--- config.mk ---
export PLATFORM = sky130hd
export DESIGN_NAME = tag_capture_seq
export DESIGN_NICKNAME = d
export VERILOG_FILES = /design/src/rtl/tag_capture_pkg.sv /design/src/rtl/tag_sample_tick.sv /design/src/rtl/tag_bit_packer.sv /design/src/rtl/tag_capture_fsm.sv /design/src/rtl/tag_capture_seq.sv
export SDC_FILE = /design/constraint.sdc
export NUM_CORES = 1
export LEC_CHECK = 0
export ABC_CLOCK_PERIOD_IN_PS = 3050
export BUFFER_PORTS_ARGS = -buffer_cell sky130_fd_sc_hd__buf_2
export CAP_MARGIN = 40
export CORE_ASPECT_RATIO = 0.8
export CORE_UTILIZATION = 40
export DETAILED_ROUTE_END_ITERATION = 8
export SLEW_MARGIN = 20
export SYNTH_ARGS = -nofsm -noshare
export SYNTH_HDL_FRONTEND = slang
export SYNTH_SLANG_ARGS = --single-unit
--- constraint.sdc ---
create_clock -name clk -period 3.05 [get_ports clk]
set_input_delay 0.305 -clock clk [delete_from_list [all_inputs] [get_ports clk]]
set_output_delay 0.305 -clock clk [all_outputs]
set_load 0.02 [all_outputs]
--- src/rtl/tag_capture_pkg.sv ---
package tag_capture_pkg;

    typedef enum logic [2:0] {
        ST_IDLE   = 3'd0,
        ST_CLEAR  = 3'd1,
        ST_CHARGE = 3'd2,
        ST_LISTEN = 3'd3,
        ST_DONE   = 3'd4
    } cap_state_e;

endpackage

--- src/rtl/tag_sample_tick.sv ---
module tag_sample_tick #(
    parameter int SAMPLE_DIV = 12
) (
    input  logic clk,
    input  logic rst_n,
    input  logic run_i,
    output logic tick_o
);
    localparam int PERIOD = 2 * SAMPLE_DIV;
    localparam int CW     = (PERIOD > 1) ? $clog2(PERIOD) : 1;
    localparam logic [CW-1:0] LAST = CW'(PERIOD - 1);

    typedef struct packed {
        logic [CW-1:0] cnt;
    } tick_regs_t;

    tick_regs_t r_d, r_q;

    assign tick_o = run_i && (r_q.cnt == LAST);

    always_comb begin
        r_d = r_q;
        if (!run_i) begin
            r_d.cnt = '0;
        end else if (tick_o) begin
            r_d.cnt = '0;
        end else begin
            r_d.cnt = r_q.cnt + 1'b1;
        end
    end

    always_ff @(posedge clk or negedge rst_n) begin
        if (!rst_n) begin
            r_q <= '0;
        end else begin
            r_q <= r_d;
        end
    end

    // two strobes can never be adjacent because the period is at least 2
    assert_tick_spaced_R5: assert property (@(posedge clk) disable iff (!rst_n)
        tick_o |=> !tick_o);

endmodule

--- src/rtl/tag_bit_packer.sv ---
module tag_bit_packer #(
    parameter int WORD_W = 32
) (
    input  logic              clk,
    input  logic              rst_n,
    input  logic              clr_i,
    input  logic              tick_i,
    input  logic              bit_i,
    output logic              word_valid_o,
    output logic [WORD_W-1:0] word_o
);
    localparam int BW = $clog2(WORD_W);
    localparam logic [BW-1:0] BIT_LAST = BW'(WORD_W - 1);

    typedef struct packed {
        logic [WORD_W-1:0] shift;
        logic [BW-1:0]     bcnt;
        logic              valid;
    } pack_regs_t;

    pack_regs_t r_d, r_q;

    always_comb begin
        r_d       = r_q;
        r_d.valid = 1'b0;
        if (clr_i) begin
            r_d.bcnt = '0;
        end else if (tick_i) begin
            r_d.shift = {r_q.shift[WORD_W-2:0], bit_i};
            if (r_q.bcnt == BIT_LAST) begin
                r_d.bcnt  = '0;
                r_d.valid = 1'b1;
            end else begin
                r_d.bcnt = r_q.bcnt + 1'b1;
            end
        end
    end

    always_ff @(posedge clk or negedge rst_n) begin
        if (!rst_n) begin
            r_q <= '0;
        end else begin
            r_q <= r_d;
        end
    end

    assign word_valid_o = r_q.valid;
    assign word_o       = r_q.shift;

    assert_valid_single_R7: assert property (@(posedge clk) disable iff (!rst_n)
        word_valid_o |=> !word_valid_o);

    assert_clear_no_valid_R8: assert property (@(posedge clk) disable iff (!rst_n)
        clr_i |=> !word_valid_o);

endmodule

--- src/rtl/tag_capture_fsm.sv ---
module tag_capture_fsm
    import tag_capture_pkg::*;
#(
    parameter int WORD_COUNT    = 5000,
    parameter int CHARGE_CYCLES = 2400000,
    parameter int ADDR_W        = (WORD_COUNT > 1) ? $clog2(WORD_COUNT) : 1
) (
    input  logic              clk,
    input  logic              rst_n,
    input  logic              start_i,
    input  logic              word_valid_i,
    output logic              clearing_o,
    output logic              charging_o,
    output logic              listening_o,
    output logic              busy_o,
    output logic              done_o,
    output logic [ADDR_W-1:0] addr_o
);
    localparam int CCW = (CHARGE_CYCLES > 1) ? $clog2(CHARGE_CYCLES) : 1;
    localparam logic [ADDR_W-1:0] ADDR_LAST = ADDR_W'(WORD_COUNT - 1);
    localparam logic [CCW-1:0]    CHG_LAST  = CCW'(CHARGE_CYCLES - 1);

    typedef struct packed {
        cap_state_e        st;
        logic [ADDR_W-1:0] widx;
        logic [CCW-1:0]    ccnt;
    } fsm_regs_t;

    fsm_regs_t r_d, r_q;

    always_comb begin
        r_d = r_q;
        unique case (r_q.st)
            ST_IDLE, ST_DONE: begin
                if (start_i) begin
                    r_d.st   = ST_CLEAR;
                    r_d.widx = '0;
                end
            end
            ST_CLEAR: begin
                if (r_q.widx == ADDR_LAST) begin
                    r_d.st   = ST_CHARGE;
                    r_d.widx = '0;
                    r_d.ccnt = '0;
                end else begin
                    r_d.widx = r_q.widx + 1'b1;
                end
            end
            ST_CHARGE: begin
                if (r_q.ccnt == CHG_LAST) begin
                    r_d.st = ST_LISTEN;
                end else begin
                    r_d.ccnt = r_q.ccnt + 1'b1;
                end
            end
            ST_LISTEN: begin
                if (word_valid_i) begin
                    if (r_q.widx == ADDR_LAST) begin
                        r_d.st = ST_DONE;
                    end else begin
                        r_d.widx = r_q.widx + 1'b1;
                    end
                end
            end
            default: r_d.st = ST_IDLE;
        endcase
    end

    always_ff @(posedge clk or negedge rst_n) begin
        if (!rst_n) begin
            r_q <= '{st: ST_IDLE, widx: '0, ccnt: '0};
        end else begin
            r_q <= r_d;
        end
    end

    assign clearing_o  = (r_q.st == ST_CLEAR);
    assign charging_o  = (r_q.st == ST_CHARGE);
    assign listening_o = (r_q.st == ST_LISTEN);
    assign busy_o      = clearing_o || charging_o || listening_o;
    assign done_o      = (r_q.st == ST_DONE);
    assign addr_o      = r_q.widx;

    assert_addr_in_range_R8: assert property (@(posedge clk) disable iff (!rst_n)
        r_q.widx <= ADDR_LAST);

    assert_charge_holds_R3: assert property (@(posedge clk) disable iff (!rst_n)
        (charging_o && r_q.ccnt != CHG_LAST) |=> charging_o);

    assert_start_ignored_R9: assert property (@(posedge clk) disable iff (!rst_n)
        (charging_o && start_i) |=> (charging_o || listening_o));

    assert_done_held_R10: assert property (@(posedge clk) disable iff (!rst_n)
        (done_o && !start_i) |=> done_o);

endmodule

--- src/rtl/tag_capture_seq.sv ---
module tag_capture_seq #(
    parameter int WORD_W        = 32,
    parameter int WORD_COUNT    = 5000,
    parameter int CHARGE_CYCLES = 2400000,
    parameter int SAMPLE_DIV    = 12,
    parameter int ADDR_W        = (WORD_COUNT > 1) ? $clog2(WORD_COUNT) : 1
) (
    input  logic              clk,
    input  logic              rst_n,
    input  logic              start_i,
    input  logic              comp_i,
    output logic              mod_en_o,
    output logic              mem_we_o,
    output logic [ADDR_W-1:0] mem_addr_o,
    output logic [WORD_W-1:0] mem_wdata_o,
    output logic              busy_o,
    output logic              done_o
);
    logic              clearing, charging, listening;
    logic              tick, word_valid;
    logic [WORD_W-1:0] word;
    logic [ADDR_W-1:0] addr;

    tag_capture_fsm #(
        .WORD_COUNT   (WORD_COUNT),
        .CHARGE_CYCLES(CHARGE_CYCLES),
        .ADDR_W       (ADDR_W)
    ) i_fsm (
        .clk         (clk),
        .rst_n       (rst_n),
        .start_i     (start_i),
        .word_valid_i(word_valid),
        .clearing_o  (clearing),
        .charging_o  (charging),
        .listening_o (listening),
        .busy_o      (busy_o),
        .done_o      (done_o),
        .addr_o      (addr)
    );

    tag_sample_tick #(
        .SAMPLE_DIV(SAMPLE_DIV)
    ) i_tick (
        .clk   (clk),
        .rst_n (rst_n),
        .run_i (listening),
        .tick_o(tick)
    );

    tag_bit_packer #(
        .WORD_W(WORD_W)
    ) i_pack (
        .clk         (clk),
        .rst_n       (rst_n),
        .clr_i       (!listening),
        .tick_i      (tick),
        .bit_i       (comp_i),
        .word_valid_o(word_valid),
        .word_o      (word)
    );

    assign mod_en_o    = charging;
    assign mem_we_o    = clearing || (listening && word_valid);
    assign mem_addr_o  = addr;
    assign mem_wdata_o = clearing ? '0 : word;

    assert_no_write_in_charge_R3: assert property (@(posedge clk) disable iff (!rst_n)
        mod_en_o |-> !mem_we_o);

    assert_done_not_busy_R8: assert property (@(posedge clk) disable iff (!rst_n)
        done_o |-> (!busy_o && !mem_we_o));

    assert_mod_off_idle_R4: assert property (@(posedge clk) disable iff (!rst_n)
        !busy_o |-> !mod_en_o);

    assert_start_busy_R2: assert property (@(posedge clk) disable iff (!rst_n)
        (start_i && !busy_o) |=> busy_o);

endmodule

==> impl_metrics.csv, run 1 <==
group,metric,value,unit
outcome,status,"complete, no violations",
logic_synthesis,synth.area.top_cells,"dfrtp_1 (49%), mux2_2 (9.1%), nor2b_1 (5.2%)",
routing,wl_per_cell,14.0,um
logic_synthesis,ys_types,53,
logic_synthesis,ys_seq_area_share,49.5,%
sta,period_share,83.0,%
logic_synthesis,syn_inst,387,
clocking,root_buffer,"clkbuf_16",
logic_synthesis,syn_nets,396,
sta,slew_headroom,56.0,%
place,dp_slack,543,ps
sta,rsz0062_at_grt,"no",
logic_synthesis,syn_area,4100,um2
logic_synthesis,ys_warn_count,0,
global_routing,grt_pass1_vias,2758,
routing,viasPerCell,5.16,
global_routing,busiest_layer,"met2",
sta,hold_ws,209,ps
routing,drt_iter0_drc,157,
global_routing,met2_usage,23.4,%
logic_synthesis,synth_edf_count,0,
floorplan,die-area,10700,um2
global_routing,grt_max_degree,57,
global_routing,globalRouteMet3Util,5.76,%
floorplan,rows,32,
global_routing,use_met1,22.7,%
worst_setup_path,critPathMaxFanout,13,
layout,drive_above_1_share,26.3,%
global_routing,track_usage,16.2,%
logic_synthesis,synth_seq_cells,81,
clocking,insertion_delay,330,ps
clocking,cts_num_sinks,81,
power_and_ir_drop,power_density,527,nW/um2
clocking,cts_tree,"yes",
clocking,cts-buffers-inserted,9,
worst_setup_path,critPathMaxStageDelay,750,ps
floorplan,coreArea,9810,um2
floorplan,die_y,92.5,um
routing,drtPass1Iterations,4,
worst_setup_path,crit_required,3310,ps
layout,area_growth,15.1,%
clocking,htree_levels,3,
power_and_ir_drop,ir_drop,0.291,mV
worst_setup_path,crit_chain,"or4b_1 -> or4_1 -> o21ai_4 -> or4_1 -> mux2i_1",
sta,worst_pin_slew,658,ps
worst_setup_path,worstSetupStartpointType,"register",
power_and_ir_drop,finalPower,2490,uW
place,hpwl,5300,um
floorplan,die_w,115,um
routing,wl,7970,um
logic_synthesis,synth_ff_type,"dfrtp_1",
worst_setup_path,cp_common_cell,"or4_1",
clocking,cts_setup_buffers,0,
floorplan,start_util,41.8,%
logic_synthesis,netlist.area_leader.share,49.5,%
routing,remaining_drc_errors,0,
worst_setup_path,cp_slowest_cell,"or4_1",
sta,fmax,395,MHz
worst_setup_path,r2r_cells,5,
sta,min_period,2530,ps
logic_synthesis,syn_area_per_cell,10.6,um2
sta,report.final.slew_viol_count,0,
sta,final.setup_skew,6.52,ps
routing,ant_nets,0,
job,maxCapViolations,0,
worst_setup_path,critical_path_class,"reg2reg",
worst_setup_path,cp_data_arrival_time,2790,ps
clocking,clkSlewWorstSetupHoldPaths,60,ps
layout,fillCellCount,921,
place,portBuffers,52,
place,finalWeightedCongestion,0.792,
layout,nets,439,
sta,finalSetupViolCount,0,
global_routing,overflow,0,
hold_path,min_path_type,"in2reg",
worst_setup_path,end_kind,"register",
routing,via_count,2944,
global_routing,antenna_found_initial,0,
floorplan,num_io_pins,53,
clocking,max-clock-path-buffers,2,
power_and_ir_drop,leakagePower,0.00223,uW
global_routing,grt_first_pass_wirelength,13400,um
sta,hold_viol_final,0,
hold_path,min_path_cells,2,
logic_synthesis,synth_top_area_cell,"dfrtp_1",
logic_synthesis,async_flop_share,100,%
layout,antenna_cells,0,
sta,setup_slack,518,ps
sta,tns,0,ps
## final cells by class
cell class / instances / area, um2 / area share (%)
inverters: 6 / 27.5 / 0.583
well taps: 136 / 170 / 3.61
clock buffers: 10 / 229 / 4.85
clock inverters: 5 / 56.3 / 1.19
flip-flops and latches: 81 / 2030 / 43.0
multi-input cells: 275 / 1890 / 40.0
repair buffers: 57 / 323 / 6.84
## per-layer routing
| metal | vias up | wire, um |
|---|---|---|
| li1 | 1448 | - |
| met1 | 1436 | 4030 |
| met2 | 53 | 3410 |
| met3 | 7 | 451 |
| met4 | 0 | 72 |
| met5 | - | 0 |
## power by group
part	switching (uW)	total, uW	internal, uW
clock network	424	1050	629
logic	169	263	94.3
registers	61.3	1170	1110
total	655	2490	1830
## through the flow
| step | std cells | util [%] | cell area [um2] |
|---|---|---|---|
| 2_1_floorplan | 387 | - | 4100 |
| 3_3_place_gp | 553 | 44.8 | 4400 |
| 3_5_place_dp | 554 | 45.1 | 4420 |
| 4_1_cts | 570 | 48.1 | 4720 |
| 5_1_grt | 570 | 48.1 | 4720 |
| 6_report | 570 | 48.1 | 4720 |
## Yosys cell counts (2+ instances only)
library cell	count
inv_1	5
xnor2_1	4
buf_6	2
and2_1	4
nor2_1	40
mux2_2	33
nand4_1	12
or4b_1	2
and4_1	2
a21oi_1	12
and3_1	5
buf_2	4
ha_1	5
nand3_1	17
and3b_1	2
xor2_1	19
nor4_1	3
nor2b_1	34
o211ai_1	5
o31ai_1	4
nand4b_1	2
or4_1	4
clkbuf_1	6
nor3_1	12
nand2_1	16
mux2i_1	3
o21ai_0	12
dfrtp_1	81
buf_4	13
## layout by cell type, fill, tap and decap left out, drive strengths merged, types with 5 or more instances in the layout
cell and instances:
a21oi 12, ha 5, xor2 19, o21ai 14, dfrtp 81, buf 56
inv 6, clkbuf 10, nor2 40, nand4 12, o211ai 6, and3 5
nand3 17, nand2 16, nor3 12, nor2b 34, or4 5, mux2 33
## final timing paths
kind	start	endpoint	slack (ps)
setup / recovery	i_fsm.r_q[16]	i_fsm.r_q[12]	520
hold / removal	comp_i	i_pack.word_o[0]	210
setup reg to reg	i_fsm.r_q[16]	i_fsm.r_q[12]	520
hold reg to reg	i_tick.r_q[0]	i_tick.r_q[0]	460
max in group asynchronous	rst_n	i_fsm.r_q[18]	2020
min in group asynchronous	rst_n	i_fsm.addr_o[10]	430
## logic make-up after synthesis
kind of cell             Yosys count  synth area share (%)
XOR/XNOR                          23                  4.92
adder cells (fa/ha/maj)            5                  1.53
AND/OR/NAND/NOR                  166                  22.2
AO/OA/AOI/OAI                     45                  7.48
flip-flops                        81                  49.5
multiplexers                      36                  9.80
buffers and inverters             31                  4.64
## repair_timing
item / CTS / global route
hold buffers: 1 / 0
resized for setup: 0 / 0
hold endpoints to repair: 25 / 0
## sequential cells by signal, indices dropped and copies added, names as in the netlist
register and count:
i_fsm.r_q 25, i_pack.r_q 5, i_pack.word_o 32, i_tick.r_q 5, i_pack.word_valid_o 1, i_fsm.addr_o 13
## critical path: cells and delay by family (launching register included)
family / cells / cell delay (ps)
muxes: 1 / 170
and+or+nand+nor: 3 / 1470
DFF: 1 / 410
AOI/OAI and AO/OA: 1 / 410
No activity file was read; power rests on OpenSTA's default activity.
==> run 2, diff against run 1 <==
- ABC_AREA: not set -> 1
- ABC_CLOCK_PERIOD_IN_PS: 3050 -> 2000
- clock period: 3.05 -> 2 ns (I/O delays scaled with it)
==> run 2 against run 1 <==
  * Sequential share of layout area down 5.0 points
  * Final cell count grew 53%
  * Setup slack worse by 380 ps
  * Wire length rose by 33%
  * Utilization rose by 0.19 points
  * Flip-flop and latch count is the same
  * Power grew 94%
  * Largest cell class is now multi-input gates
  * Largest power group unchanged
==> impl_metrics.csv, run 2 <==
group,metric,value,unit
outcome,status,"complete, no violations",
hold_path,min_path_type,"in2reg",
logic_synthesis,netlist.area_leader.share,43.8,%
global_routing,grt_first_pass_wirelength,18200,um
sta,report.final.slew_viol_count,0,
clocking,insertion_delay,340,ps
layout,design_area,5340,um2
logic_synthesis,async_flop_share,100,%
sta,setup_slack,138,ps
logic_synthesis,synth_commonest_cells,"nand2_1 (285), dfrtp_1 (81), inv_1 (71), nor2_1 (55), nand3_1 (54)",
logic_synthesis,ys_types,30,
place,finalWeightedCongestion,0.893,
layout,nets,731,
floorplan,start_util,41.9,%
global_routing,track_usage,19.0,%
floorplan,rows,34,
place,dp_slack,186,ps
floorplan,die_y,98.2,um
floorplan,die_w,122,um
global_routing,grt_pass1_vias,3843,
routing,viasPerCell,4.80,
logic_synthesis,synth_most_common_cell,"nand2_1",
worst_setup_path,critPathMaxFanout,13,
place,hpwl,7620,um
layout,seq_area,2030,um2
logic_synthesis,syn_area_per_cell,6.90,um2
sta,worst_pin_slew,528,ps
layout,area_growth,15.3,%
layout,largest_reg_flops,32,
logic_synthesis,ys_seq_area_share,43.8,%
sta,final.setup_skew,8.76,ps
clocking,cts_num_sinks,81,
routing,wl,10600,um
logic_synthesis,syn_nets,680,
routing,drt_iter0_drc,234,
routing,via_count,4177,
power_and_ir_drop,leakagePower,0.00295,uW
layout,fillCellCount,1136,
worst_setup_path,cp_data_arrival_time,1660,ps
floorplan,die-area,12000,um2
sta,slew_headroom,64.7,%
layout,mostFrequentLayoutCells,"nand2_1 (285), dfrtp_1 (81), inv_1 (71)",
layout,layout.cells.most_common,"nand2_1",
clocking,cts-buffers-inserted,9,
logic_synthesis,syn_area,4630,um2
sta,rsz0062_at_grt,"no",
clocking,htree_levels,3,
routing,wl_per_cell,12.2,um
global_routing,overflow,0,
routing,remaining_drc_errors,0,
clocking,max-clock-path-buffers,2,
layout,multi_input_comb_area,2130,um2
layout,postLayoutCoreUtil,48.3,%
worst_setup_path,worstSetupStartpointType,"register",
clocking,clkSlewWorstSetupHoldPaths,60,ps
job,maxCapViolations,0,
power_and_ir_drop,power_density,905,nW/um2
logic_synthesis,syn_inst,671,
place,portBuffers,52,
clocking,cts_tree,"yes",
logic_synthesis,synth_ff_type,"dfrtp_1",
worst_setup_path,end_kind,"output port",
logic_synthesis,synth_edf_count,0,
floorplan,coreArea,11100,um2
logic_synthesis,ys_warn_count,0,
clocking,root_buffer,"clkbuf_16",
sta,min_period,1860,ps
global_routing,grt_max_degree,35,
sta,period_share,93.1,%
sta,tns,0,ps
worst_setup_path,crit_required,1800,ps
logic_synthesis,synth_seq_cells,81,
sta,finalSetupViolCount,0,
sta,hold_viol_final,0,
logic_synthesis,synth.area.top_cells,"dfrtp_1 (44%), nand2_1 (23%), nand3_1 (5.8%)",
logic_synthesis,synth_top_area_cell,"dfrtp_1",
layout,antenna_cells,0,
global_routing,antenna_found_initial,0,
routing,drtPass1Iterations,5,
routing,ant_nets,0,
place,postPlaceCellArea,5030,um2
layout,drive_above_1_share,13.8,%
sta,fmax,537,MHz
power_and_ir_drop,ir_drop,0.496,mV
worst_setup_path,critical_path_class,"reg2out",
floorplan,num_io_pins,53,
==> run 2: repair_timing <==
item                       in CTS  in global routing
hold endpoints to repair       26                  0
setup buffers                   0                  1
hold buffers                    1                  0
resized for setup               1                  4
setup endpoints to repair      19                 39
pin swaps                       0                  1
==> run 2: cell type report <==
| cell class | count | share of cell area, % |
|---|---|---|
| well taps | 144 | 3.37 |
| clock buffers | 11 | 4.36 |
| multi-input cells | 480 | 39.9 |
| clock inverters | 5 | 0.726 |
| inverters | 79 | 5.60 |
| flip-flops and latches | 81 | 37.9 |
| repair buffers | 71 | 8.10 |
==> run 2: routing by layer <==
layer	global-route usage, %	wire length [um]	up-vias
li1	-	-	2154
met1	27.8	5360	1905
met2	27.5	4490	108
met3	5.55	665	10
met4	4.50	108	0
met5	0	0	-
==> run 2: logic make-up (layout without fill, tap and decap cells) <==
logic type               Yosys count  after routing  share of synthesized area [%]
adder cells (fa/ha/maj)            5              5                           1.35
AND/OR/NAND/NOR                  420            420                           37.0
AO/OA/AOI/OAI                     40             40                           4.76
buffers and inverters            110            166                           10.3
flip-flops                        81             81                           43.8
XOR/XNOR                          15             15                           2.84
==> run 2: per-stage QoR <==
stage	hold WS [ps]	instances	power, uW
floorplan	-95.6	671	2790
global placement	152	853	3220
detailed placement	152	853	3250
CTS	50.8	870	4830
global route	66.2	871	5120
finish	58.6	871	4830
==> run 2: critical path, cell delays in order (launching register included) <==
cell and delay, ps:
dfrtp_1 470, nand3_2 250, clkinv_1 170, buf_4 220, buf_2 200
==> run 2: worst paths after layout <==
check,from,endpoint,slack (ps),cells past startpoint
min,comp_i,i_pack.word_o[0],60,3
max,i_fsm.r_q[36],mod_en_o,140,4
max reg2reg,i_fsm.r_q[1],i_fsm.r_q[9],200,11
max in group asynchronous,rst_n,i_pack.word_o[30],1070,3
min in group asynchronous,rst_n,i_fsm.addr_o[2],320,2
min reg2reg,i_tick.r_q[0],i_tick.r_q[0],460,1
==> run 2: where the power goes <==
group | total, uW | switching, uW | internal [uW]
Sequential | 1800 | 86.7 | 1720
Clock | 1550 | 702 | 851
Combinational | 1480 | 1010 | 465
Total | 4830 | 1800 | 3030
==> run 3, diff against run 2 <==
- ABC_AREA: 1 -> not set
- ABC_CLOCK_PERIOD_IN_PS: 2000 -> 2180
- clock period: 2 -> 2.18 ns (I/O delays scaled with it)
==> run 3 against run 2 <==
  * The run now ends with setup timing left
  * Final cell count is 30% lower
  * First-iteration DRC count is 58% lower
  * Flip-flop and latch count stayed put
  * Critical path type is now reg2reg
  * Critical endpoint is now i_fsm.r_q[14]
==> impl_metrics.csv, run 3 (same netlist as run 1, synthesis figures left out) <==
group,metric,value,unit
routing,drtPass1Iterations,4,
sta,final.setup_skew,5.79,ps
sta,min_period,2230,ps
outcome,violations,"setup timing",
clocking,cts_num_sinks,81,
floorplan,die_w,115,um
layout,layout.cells.most_common,"dfrtp_1",
layout,area_growth,24.1,%
worst_setup_path,critPathMaxFanout,10,
worst_setup_path,r2r_start,"i_fsm.r_q[16]",
worst_setup_path,cp_slowest_cell,"or4b_4",
clocking,insertion_delay,340,ps
routing,viasPerCell,5.04,
hold_path,min_from,"comp_i",
layout,mostFrequentLayoutCells,"dfrtp_1 (81), buf_2 (52), nor2_1 (38)",
hold_path,min_path_type,"in2reg",
sta,period_share,102,%
sta,setup_slack,-52.3,ps
worst_setup_path,end_kind,"register",
routing,remaining_drc_errors,0,
worst_setup_path,crit_chain,"or4b_4 -> or4_4 -> buf_6 -> o21ai_4 -> buf_12 -> o211ai_1 -> o31ai_1",
worst_setup_path,rrSetupSlack,-50,ps
worst_setup_path,critical_path_cell_count,7,
worst_setup_path,worstSetupStartpointType,"register",
sta,report.final.slew_viol_count,0,
power_and_ir_drop,power_density,739,nW/um2
layout,seq_area,2030,um2
job,maxCapViolations,0,
clocking,htree_levels,3,
routing,ant_nets,0,
floorplan,rows,32,
global_routing,grt_max_degree,45,
layout,finalNonFillerCells,606,
clocking,max-clock-path-buffers,2,
place,place_inst,584,
global_routing,grt_pass1_vias,3068,
hold_path,min_path_cells,2,
worst_setup_path,startpoint,"i_fsm.r_q[16]",
sta,worst_pin_slew,539,ps
place,portBuffers,52,
floorplan,coreArea,9810,um2
sta,fmax,448,MHz
global_routing,overflow,0,
sta,tns,-228,ps
routing,wl,8400,um
place,hpwl,5790,um
clocking,cts-buffers-inserted,9,
worst_setup_path,critical_path_class,"reg2reg",
layout,antenna_cells,0,
layout,multi_input_comb_area,1910,um2
layout,largest_reg_flops,32,
power_and_ir_drop,ir_drop,0.478,mV
sta,rsz0062_at_grt,"yes",
worst_setup_path,critPathBufInv,2,
worst_setup_path,r2r_cells,7,
sta,slew_headroom,63.9,%
floorplan,start_util,41.8,%
clocking,cts_tree,"yes",
place,finalWeightedCongestion,0.788,
floorplan,num_io_pins,53,
global_routing,grt_first_pass_wirelength,14600,um
layout,nets,474,
worst_setup_path,cp_data_arrival_time,2470,ps
layout,fillCellCount,912,
clocking,root_buffer,"clkbuf_16",
global_routing,track_usage,17.6,%
sta,finalSetupViolCount,7,
routing,wl_per_cell,13.9,um
worst_setup_path,cp_top_family,"simple AND/OR/NAND/NOR gates",
outcome,status,"finished with violations",
routing,drt_iter0_drc,98,
global_routing,antenna_found_initial,0,
routing,via_count,3053,
worst_setup_path,crit_required,2420,ps
floorplan,die-area,10700,um2
layout,drive_above_1_share,33.4,%
sta,hold_ws,114,ps
sta,hold_viol_final,0,
floorplan,die_y,92.5,um
worst_setup_path,critPathMaxStageDelay,540,ps
clocking,clkSlewWorstSetupHoldPaths,60,ps
power_and_ir_drop,leakagePower,0.00245,uW
[run 3: final timing paths]
check | endpoint
worst max-delay path | i_fsm.r_q[14]
worst min-delay path | i_pack.word_o[0]
worst max register to register | i_fsm.r_q[14]
worst min register to register | i_tick.r_q[0]
max in group asynchronous | i_fsm.r_q[12]
min in group asynchronous | i_fsm.addr_o[4]
[run 3: worst reg2reg max path, stage by stage (launching register included)]
cell and delay, ps:
dfrtp_1 370, or4b_4 540, or4_4 540, buf_6 160, o21ai_4 200, buf_12 150, o211ai_1 90, o31ai_1 80
[run 3: repair_timing]
action                                 CTS  global route
setup buffers                            2             2
setup endpoints to repair                6            15
cloned                                   1             0
hold buffers                             1             0
endpoints found under the hold margin   37             0
pin swaps                                1             3
resized for setup                        3             7
[run 3: final cells by class]
cell class | instances | area share [%]
tap | 136 | 3.35
sequential | 81 | 39.9
inverter | 6 | 0.541
clock inverter | 7 | 2.02
multi-input combinational | 275 | 37.7
timing repair buffer | 92 | 12.1
clock buffer | 9 | 4.43
[run 3: layer usage]
metal / global-route usage (%) / part of all wire [%] / vias to the layer above
met5: 0 / 0 / -
met4: 5.52 / 1.2 / 0
met3: 5.04 / 4.2 / 10
met2: 26.0 / 43 / 55
met1: 24.7 / 52 / 1472
li1: - / - / 1516
[run 3: power breakdown]
part | leakage (uW) | switching, uW | internal (uW)
Sequential | 0.00112 | 35.2 | 1550
Combinational | 0.00116 | 306 | 206
Clock | 0.000162 | 639 | 1020
[run 3: metrics by stage]
step                      util [%]  total power (uW)  setup WS (ps)  instance area, um2
after detailed placement      47.7              2130          -39.0                4680
final                         51.8              3760          -52.3                5080
after floorplan                  -              1950           85.6                4100
after global placement        47.7              2120         -0.773                4680
after CTS                     51.5              3800          -32.3                5050
after global routing          51.8              3920           -127                5080
